<file path="src/rtl/ssq_pkg.sv">
package ssq_pkg;
  parameter int LEN_W = 8;

  typedef enum logic [2:0] {
    PH_IDLE,
    PH_SNAP,
    PH_RST,
    PH_TX,
    PH_SMP,
    PH_PARK,
    PH_DONE
  } phase_e;

  // A programmed length of zero still occupies one cycle.
  function automatic logic [LEN_W-1:0] eff_len(input logic [LEN_W-1:0] v);
    return (v == '0) ? LEN_W'(1) : v;
  endfunction

  // True for the phases in which one row is selected.
  function automatic logic row_phase(input phase_e p);
    return (p == PH_RST) || (p == PH_TX) || (p == PH_SMP) || (p == PH_PARK);
  endfunction
endpackage

</file>
<file path="src/rtl/ssq_phase_timer.sv">
module ssq_phase_timer
  import ssq_pkg::*;
(
  input  logic             clk,
  input  logic             rst_n,
  input  logic             load,
  input  logic [LEN_W-1:0] load_len,
  output logic             last
);
  logic [LEN_W-1:0] cnt_q;

  always_ff @(posedge clk or negedge rst_n) begin
    if (!rst_n)            cnt_q <= '0;
    else if (load)         cnt_q <= load_len - LEN_W'(1);
    else if (cnt_q != '0)  cnt_q <= cnt_q - LEN_W'(1);
  end

  assign last = (cnt_q == '0);
endmodule

</file>
<file path="src/rtl/ssq_index.sv">
module ssq_index #(
  parameter int ROWS = 6,
  parameter int SUBS = 4,
  localparam int RW = (ROWS > 1) ? $clog2(ROWS) : 1,
  localparam int SW = (SUBS > 1) ? $clog2(SUBS) : 1
) (
  input  logic          clk,
  input  logic          rst_n,
  input  logic          clear,
  input  logic          step,
  output logic [RW-1:0] row,
  output logic [SW-1:0] sub,
  output logic          last_row,
  output logic          last_sub
);
  assign last_row = (row == RW'(ROWS - 1));
  assign last_sub = (sub == SW'(SUBS - 1));

  always_ff @(posedge clk or negedge rst_n) begin
    if (!rst_n) begin
      row <= '0;
      sub <= '0;
    end else if (clear) begin
      row <= '0;
      sub <= '0;
    end else if (step) begin
      if (last_sub) begin
        sub <= '0;
        row <= row + RW'(1);
      end else begin
        sub <= sub + SW'(1);
      end
    end
  end
endmodule

</file>
<file path="src/rtl/ssq_decode.sv">
module ssq_decode
  import ssq_pkg::*;
#(
  parameter int ROWS = 6,
  parameter int SUBS = 4,
  localparam int RW = (ROWS > 1) ? $clog2(ROWS) : 1,
  localparam int SW = (SUBS > 1) ? $clog2(SUBS) : 1
) (
  input  phase_e          ph,
  input  logic [RW-1:0]   row,
  input  logic [SW-1:0]   sub,
  output logic [ROWS-1:0] row_sel,
  output logic [SUBS-1:0] tx,
  output logic            pix_rst,
  output logic            col_hi,
  output logic            col_lo,
  output logic            col_smp,
  output logic            snap_all,
  output logic            done
);
  logic in_row;
  assign in_row = row_phase(ph);

  for (genvar r = 0; r < ROWS; r++) begin : g_row
    assign row_sel[r] = in_row && (row == RW'(r));
  end

  for (genvar s = 0; s < SUBS; s++) begin : g_tx
    assign tx[s] = (ph == PH_SNAP) || ((ph == PH_TX) && (sub == SW'(s)));
  end

  assign pix_rst  = (ph == PH_RST);
  assign col_hi   = (ph == PH_RST);
  assign col_lo   = (ph == PH_PARK);
  assign col_smp  = (ph == PH_SMP);
  assign snap_all = (ph == PH_SNAP);
  assign done     = (ph == PH_DONE);
endmodule

</file>
<file path="src/rtl/ssq_rolling_seq.sv">
module ssq_rolling_seq
  import ssq_pkg::*;
#(
  parameter int ROWS = 6,
  parameter int SUBS = 4,
  localparam int RW = (ROWS > 1) ? $clog2(ROWS) : 1,
  localparam int SW = (SUBS > 1) ? $clog2(SUBS) : 1
) (
  input  logic             clk,
  input  logic             rst_n,
  input  logic             start,
  input  logic             snap_mode,
  input  logic [LEN_W-1:0] len_rst,
  input  logic [LEN_W-1:0] len_tx,
  input  logic [LEN_W-1:0] len_park,
  output logic [ROWS-1:0]  row_sel,
  output logic             pix_rst,
  output logic [SUBS-1:0]  tx,
  output logic             col_hi,
  output logic             col_lo,
  output logic             col_smp,
  output logic             snap_all,
  output logic             done,
  output logic             busy,
  output logic [RW-1:0]    row_idx,
  output logic [SW-1:0]    sub_idx
);
  phase_e           ph_q, ph_d;
  logic [LEN_W-1:0] lr_q, lt_q, lp_q;
  logic             snap_q;
  logic             accept;
  logic             tmr_load, tmr_last;
  logic [LEN_W-1:0] tmr_len;
  logic             idx_step, last_row, last_sub;

  // Named internal events used by the checker.
  assign accept = (ph_q == PH_IDLE) && start;
  assign busy   = (ph_q != PH_IDLE);

  always_ff @(posedge clk or negedge rst_n) begin
    if (!rst_n) begin
      ph_q   <= PH_IDLE;
      lr_q   <= LEN_W'(1);
      lt_q   <= LEN_W'(1);
      lp_q   <= LEN_W'(1);
      snap_q <= 1'b0;
    end else begin
      ph_q <= ph_d;
      if (accept) begin
        lr_q   <= eff_len(len_rst);
        lt_q   <= eff_len(len_tx);
        lp_q   <= eff_len(len_park);
        snap_q <= snap_mode;
      end
    end
  end

  always_comb begin
    ph_d     = ph_q;
    tmr_load = 1'b0;
    tmr_len  = LEN_W'(1);
    idx_step = 1'b0;
    unique case (ph_q)
      PH_IDLE: if (start) begin
        tmr_load = 1'b1;
        if (snap_mode) begin
          ph_d    = PH_SNAP;
          tmr_len = eff_len(len_tx);
        end else begin
          ph_d    = PH_RST;
          tmr_len = eff_len(len_rst);
        end
      end
      PH_SNAP: if (tmr_last) begin
        ph_d     = PH_SMP;
        tmr_load = 1'b1;
      end
      PH_RST: if (tmr_last) begin
        ph_d     = PH_TX;
        tmr_load = 1'b1;
        tmr_len  = lt_q;
      end
      PH_TX: if (tmr_last) begin
        ph_d     = PH_SMP;
        tmr_load = 1'b1;
      end
      PH_SMP: if (tmr_last) begin
        ph_d     = PH_PARK;
        tmr_load = 1'b1;
        tmr_len  = lp_q;
      end
      PH_PARK: if (tmr_last) begin
        if (last_row && last_sub) begin
          ph_d = PH_DONE;
        end else begin
          idx_step = 1'b1;
          tmr_load = 1'b1;
          if (snap_q) begin
            ph_d = PH_SMP;
          end else begin
            ph_d    = PH_RST;
            tmr_len = lr_q;
          end
        end
      end
      PH_DONE: ph_d = PH_IDLE;
      default: ph_d = PH_IDLE;
    endcase
  end

  ssq_phase_timer u_timer (
    .clk      (clk),
    .rst_n    (rst_n),
    .load     (tmr_load),
    .load_len (tmr_len),
    .last     (tmr_last)
  );

  ssq_index #(.ROWS(ROWS), .SUBS(SUBS)) u_index (
    .clk      (clk),
    .rst_n    (rst_n),
    .clear    (accept),
    .step     (idx_step),
    .row      (row_idx),
    .sub      (sub_idx),
    .last_row (last_row),
    .last_sub (last_sub)
  );

  ssq_decode #(.ROWS(ROWS), .SUBS(SUBS)) u_decode (
    .ph       (ph_q),
    .row      (row_idx),
    .sub      (sub_idx),
    .row_sel  (row_sel),
    .tx       (tx),
    .pix_rst  (pix_rst),
    .col_hi   (col_hi),
    .col_lo   (col_lo),
    .col_smp  (col_smp),
    .snap_all (snap_all),
    .done     (done)
  );
endmodule

</file>
<file path="config.mk">
export PLATFORM = sky130hd
export DESIGN_NAME = ssq_rolling_seq
export DESIGN_NICKNAME = d
export VERILOG_FILES = /design/src/rtl/ssq_pkg.sv /design/src/rtl/ssq_phase_timer.sv /design/src/rtl/ssq_index.sv /design/src/rtl/ssq_decode.sv /design/src/rtl/ssq_rolling_seq.sv
export SDC_FILE = /design/constraint.sdc
export NUM_CORES = 1
export LEC_CHECK = 0
export ABC_AREA = 1
export BUFFER_PORTS_ARGS = -buffer_cell sky130_fd_sc_hd__clkbuf_2
export CAP_MARGIN = 5
export CORE_MARGIN = 2
export CORE_UTILIZATION = 45
export CTS_CLUSTER_DIAMETER = 80
export DETAILED_ROUTE_END_ITERATION = 7
export MAX_ROUTING_LAYER = met4
export PLACE_DENSITY = 0.72
export SYNTH_ARGS = -nofsm -noshare
export SYNTH_HDL_FRONTEND = slang
export SYNTH_SLANG_ARGS = --single-unit
</file>
<file path="constraint.sdc">
create_clock -name clk -period 2.1 [get_ports clk]
set_input_delay 0.315 -clock clk [delete_from_list [all_inputs] [get_ports clk]]
set_output_delay 0.315 -clock clk [all_outputs]
set_load 0.005 [all_outputs]
</file>
==> results.sh <==
export IMPL_stdcell_count=555
export IMPL_numClockSinks=41
export IMPL_synth_xor_area_share_pct=0
export IMPL_synth_top_family_by_area="simple AND/OR/NAND/NOR gates"
export IMPL_status="complete, but fails checks"
export IMPL_violations="negative setup slack"
export IMPL_io_pins=50
export IMPL_utilization_pct=61.5
export IMPL_rows=28
export IMPL_drc=0
export IMPL_wl_per_cell_um=13.2
export IMPL_crit_slowest_cell="dfrtp_1"
export IMPL_critical_path_cell_chain="nor2_4 -> nand2_4 -> nor2_1 -> nand2_1 -> nand3_1 -> nor2_2 -> a21oi_4 -> inv_2 -> ha_4 -> nand2_4 -> nor2_4 -> nand2_1 -> nand2_1 -> a21oi_2"
export IMPL_slew_headroom_pct=62.7
export IMPL_grt_overflow=0
export IMPL_drv_slew=0
export IMPL_power_leakage_nw=1.97
export IMPL_reg2reg_to="u_timer.cnt_q[6]"
export IMPL_muxShareOfSynthArea_pct=0
export IMPL_dr_pass1_iters=4
export IMPL_cp_common_cell="nand2_1"
export IMPL_htree_levels=2
export IMPL_postSynth_asyncResetShare_pct=100
export IMPL_min_path_type="primary input to async pin"
export IMPL_setup_tns_final_ps=-28.8
export IMPL_tightest_slew_ps=560
export IMPL_port_buffer_count=49
export IMPL_detailed_place_hpwl_um=5670
export IMPL_ff2ff_path_depth=14
export IMPL_startpoint="ph_q[0]"
export IMPL_critPathKind="flip-flop to flip-flop"
export IMPL_rsz0062_at_grt="true"
export IMPL_max_clock_path_buffers=2
export IMPL_grt_antenna_before_repair=0
export IMPL_required_ps=2330
export IMPL_cts_tree="built"
export IMPL_antenna_diode_count=0
export IMPL_core_area_sq_um=5990
export IMPL_power_mw=4.73
export IMPL_synth_adder_area_share_pct=5.33
export IMPL_initial_utilization_pct=47.0
export IMPL_drive_gt1_share_pct=33.3
export IMPL_maxCapViolations=0
export IMPL_syn_cell_area_sq_um=2820
export IMPL_area_growth_pct=30.9
export IMPL_cp_end_kind="flip-flop"
export IMPL_drt_vias_per_instance=5.13
export IMPL_track_usage_pct=22.4
export IMPL_vias=2846
export IMPL_arrival_ps=2340
export IMPL_ant_nets=0
export IMPL_ys_seq_area_share_pct=36.6
export IMPL_hold_buffers=0
export IMPL_ff2ff_setup_slack_ps=-20
export IMPL_totalWireLength_um=7340
export IMPL_cp_depth=14
export IMPL_crit_family="simple AND/OR/NAND/NOR gates"
export IMPL_grt_pass1_vias=2653
export IMPL_irDropWorstVdd_mv=0.630
export IMPL_finalSetupViolCount=2
export IMPL_gp_congestion=0.966
export IMPL_crit_fanout=6
export IMPL_die_h_um=83.1
export IMPL_netlist_cell_type_count=40
export IMPL_synthFlopType="dfrtp_1"
export IMPL_grt_pass1_wl_um=12400
export IMPL_avgSynthCellArea_sq_um=7.26
export IMPL_clock_skew_ps=3.59
export IMPL_root_buffer="clkbuf_8"
export IMPL_power_density_nw_per_um2=1280
export IMPL_finalHoldViolCount=0
export IMPL_pre_cts_slack_ps=-19.1
export IMPL_syn_nets=428
export IMPL_synthCells=388
export IMPL_finalWorstSetupSlack_ps=-19.2
export IMPL_grt_max_degree=42
export IMPL_synth_compound_area_share_pct=11.5
export IMPL_worst_path_buf_inv=1
export IMPL_synth_simple_area_share_pct=36.8
export IMPL_ys_ff_latch=41
export IMPL_fmax_mhz=472
export IMPL_synth_edf_count=0
export IMPL_fin_crit_ps=2120
export IMPL_insertion_delay_ps=300
export IMPL_r2r_start="ph_q[0]"
export IMPL_final_period_utilization_pct=101
export IMPL_die_width_um=83.1
export IMPL_hold_ws_ps=76.3
export IMPL_cpPeakStageDelay_ps=490
export IMPL_postLayoutCellArea_sq_um=3690
export IMPL_fin_nets=519
export IMPL_dpl_instance_area_sq_um=3470
export IMPL_die_area_sq_um=6910
export IMPL_ys_warn_count=0
export IMPL_clkSlewWorstSetupHoldPaths_ps=80
export IMPL_cp_start_kind="flip-flop"
export IMPL_numCtsBuffers=5
export IMPL_place_inst=540
export IMPL_dr_first_iter_drc_count=153
## worst register-to-register path, stage by stage, from the launching register on
cell	delay [ps]
dfrtp_1	490
nor2_4	220
nand2_4	110
nor2_1	230
nand2_1	90
nand3_1	110
nor2_2	60
a21oi_4	160
inv_2	60
ha_4	170
nand2_4	80
nor2_4	40
nand2_1	50
nand2_1	60
a21oi_2	110
## flip-flops by register name, summed over array words and instances, names as in the netlist
| name | count |
|---|---|
| snap_q | 1 |
| lp_q | 8 |
| u_index.sub | 2 |
| ph_q | 3 |
| lt_q | 8 |
| lr_q | 8 |
| u_timer.cnt_q | 8 |
| u_index.row | 3 |
## cells by family (layout without fill, tap and decap cells)
| kind of cell | count (synthesis) | count (layout) |
|---|---|---|
| simple gates | 210 | 210 |
| buf+inv | 68 | 160 |
| compound gates | 57 | 57 |
| flops | 41 | 41 |
| fa+ha+maj | 12 | 12 |
## area by class of cell
class	instances	area [sq um]
tap	75	93.8
inverter	56	230
fill	511	2300
timing repair buffer	96	622
sequential	41	1030
clock buffer	6	72.6
multi-input combinational	279	1600
clock inverter	2	38.8
## how the worst max path moves through the flow
stage / end / slack, ps
6_report: u_timer.cnt_q[6] / -20
5_1_grt: u_timer.cnt_q[6] / -190
4_1_cts: u_timer.cnt_q[6] / 5
3_5_place_dp: u_timer.cnt_q[6] / -20
3_3_place_gp: u_timer.cnt_q[6] / -8
2_1_floorplan: u_timer.cnt_q[2] / -70
## cell usage after synthesis (3+ instances only)
cell type	number	area, sq um
dfstp_2	3	78.8
nand2_4	5	56.3
nand3_1	38	190
nand4_1	4	25.0
ha_1	12	150
nor2_1	43	161
dfrtp_1	38	951
nor3_1	4	20.0
inv_1	50	188
nand2_2	7	43.8
o22ai_1	3	18.8
o21ai_0	28	140
nor2_2	6	37.5
nand2_1	89	334
buf_4	3	22.5
nor2_4	4	45.0
a21oi_1	17	85.1
clkbuf_1	6	22.5
## cell usage in the layout (no fill, tap or decap), types with 6 or more instances in the layout
cell | netlist | routed
nand2_1 | 89 | 89
clkbuf_2 | 0 | 49
inv_1 | 50 | 47
buf_4 | 3 | 43
nor2_1 | 43 | 38
nand3_1 | 38 | 38
dfrtp_1 | 38 | 36
o21ai_0 | 28 | 28
a21oi_1 | 17 | 13
nor2_2 | 6 | 9
ha_1 | 12 | 9
nor2_4 | 4 | 6
nand2_2 | 7 | 6
## where the power goes
| group | switching, mW | total [mW] | internal (mW) |
|---|---|---|---|
| combinational | 1.56 | 2.70 | 1.15 |
| clock | 0.284 | 0.641 | 0.357 |
| sequential | 0.233 | 1.38 | 1.15 |
| total | 2.07 | 4.73 | 2.65 |
## per-layer routing
layer	up-vias	GRT usage [%]	part of all wire, %
li1	1428	-	-
met1	1308	30.2	45
met2	88	33.7	46
met3	22	4.08	5.9
met4	0	8.94	3.0
met5	-	-	0
## repair_timing
item / CTS / global route
resized for setup: 6 / 13
pin swaps: 2 / 13
setup endpoints to repair: 1 / 6
endpoints found under the hold margin: 0 / 0
buffers inserted: 1 / 6
Note: power is estimated with default switching activity, not from simulation.
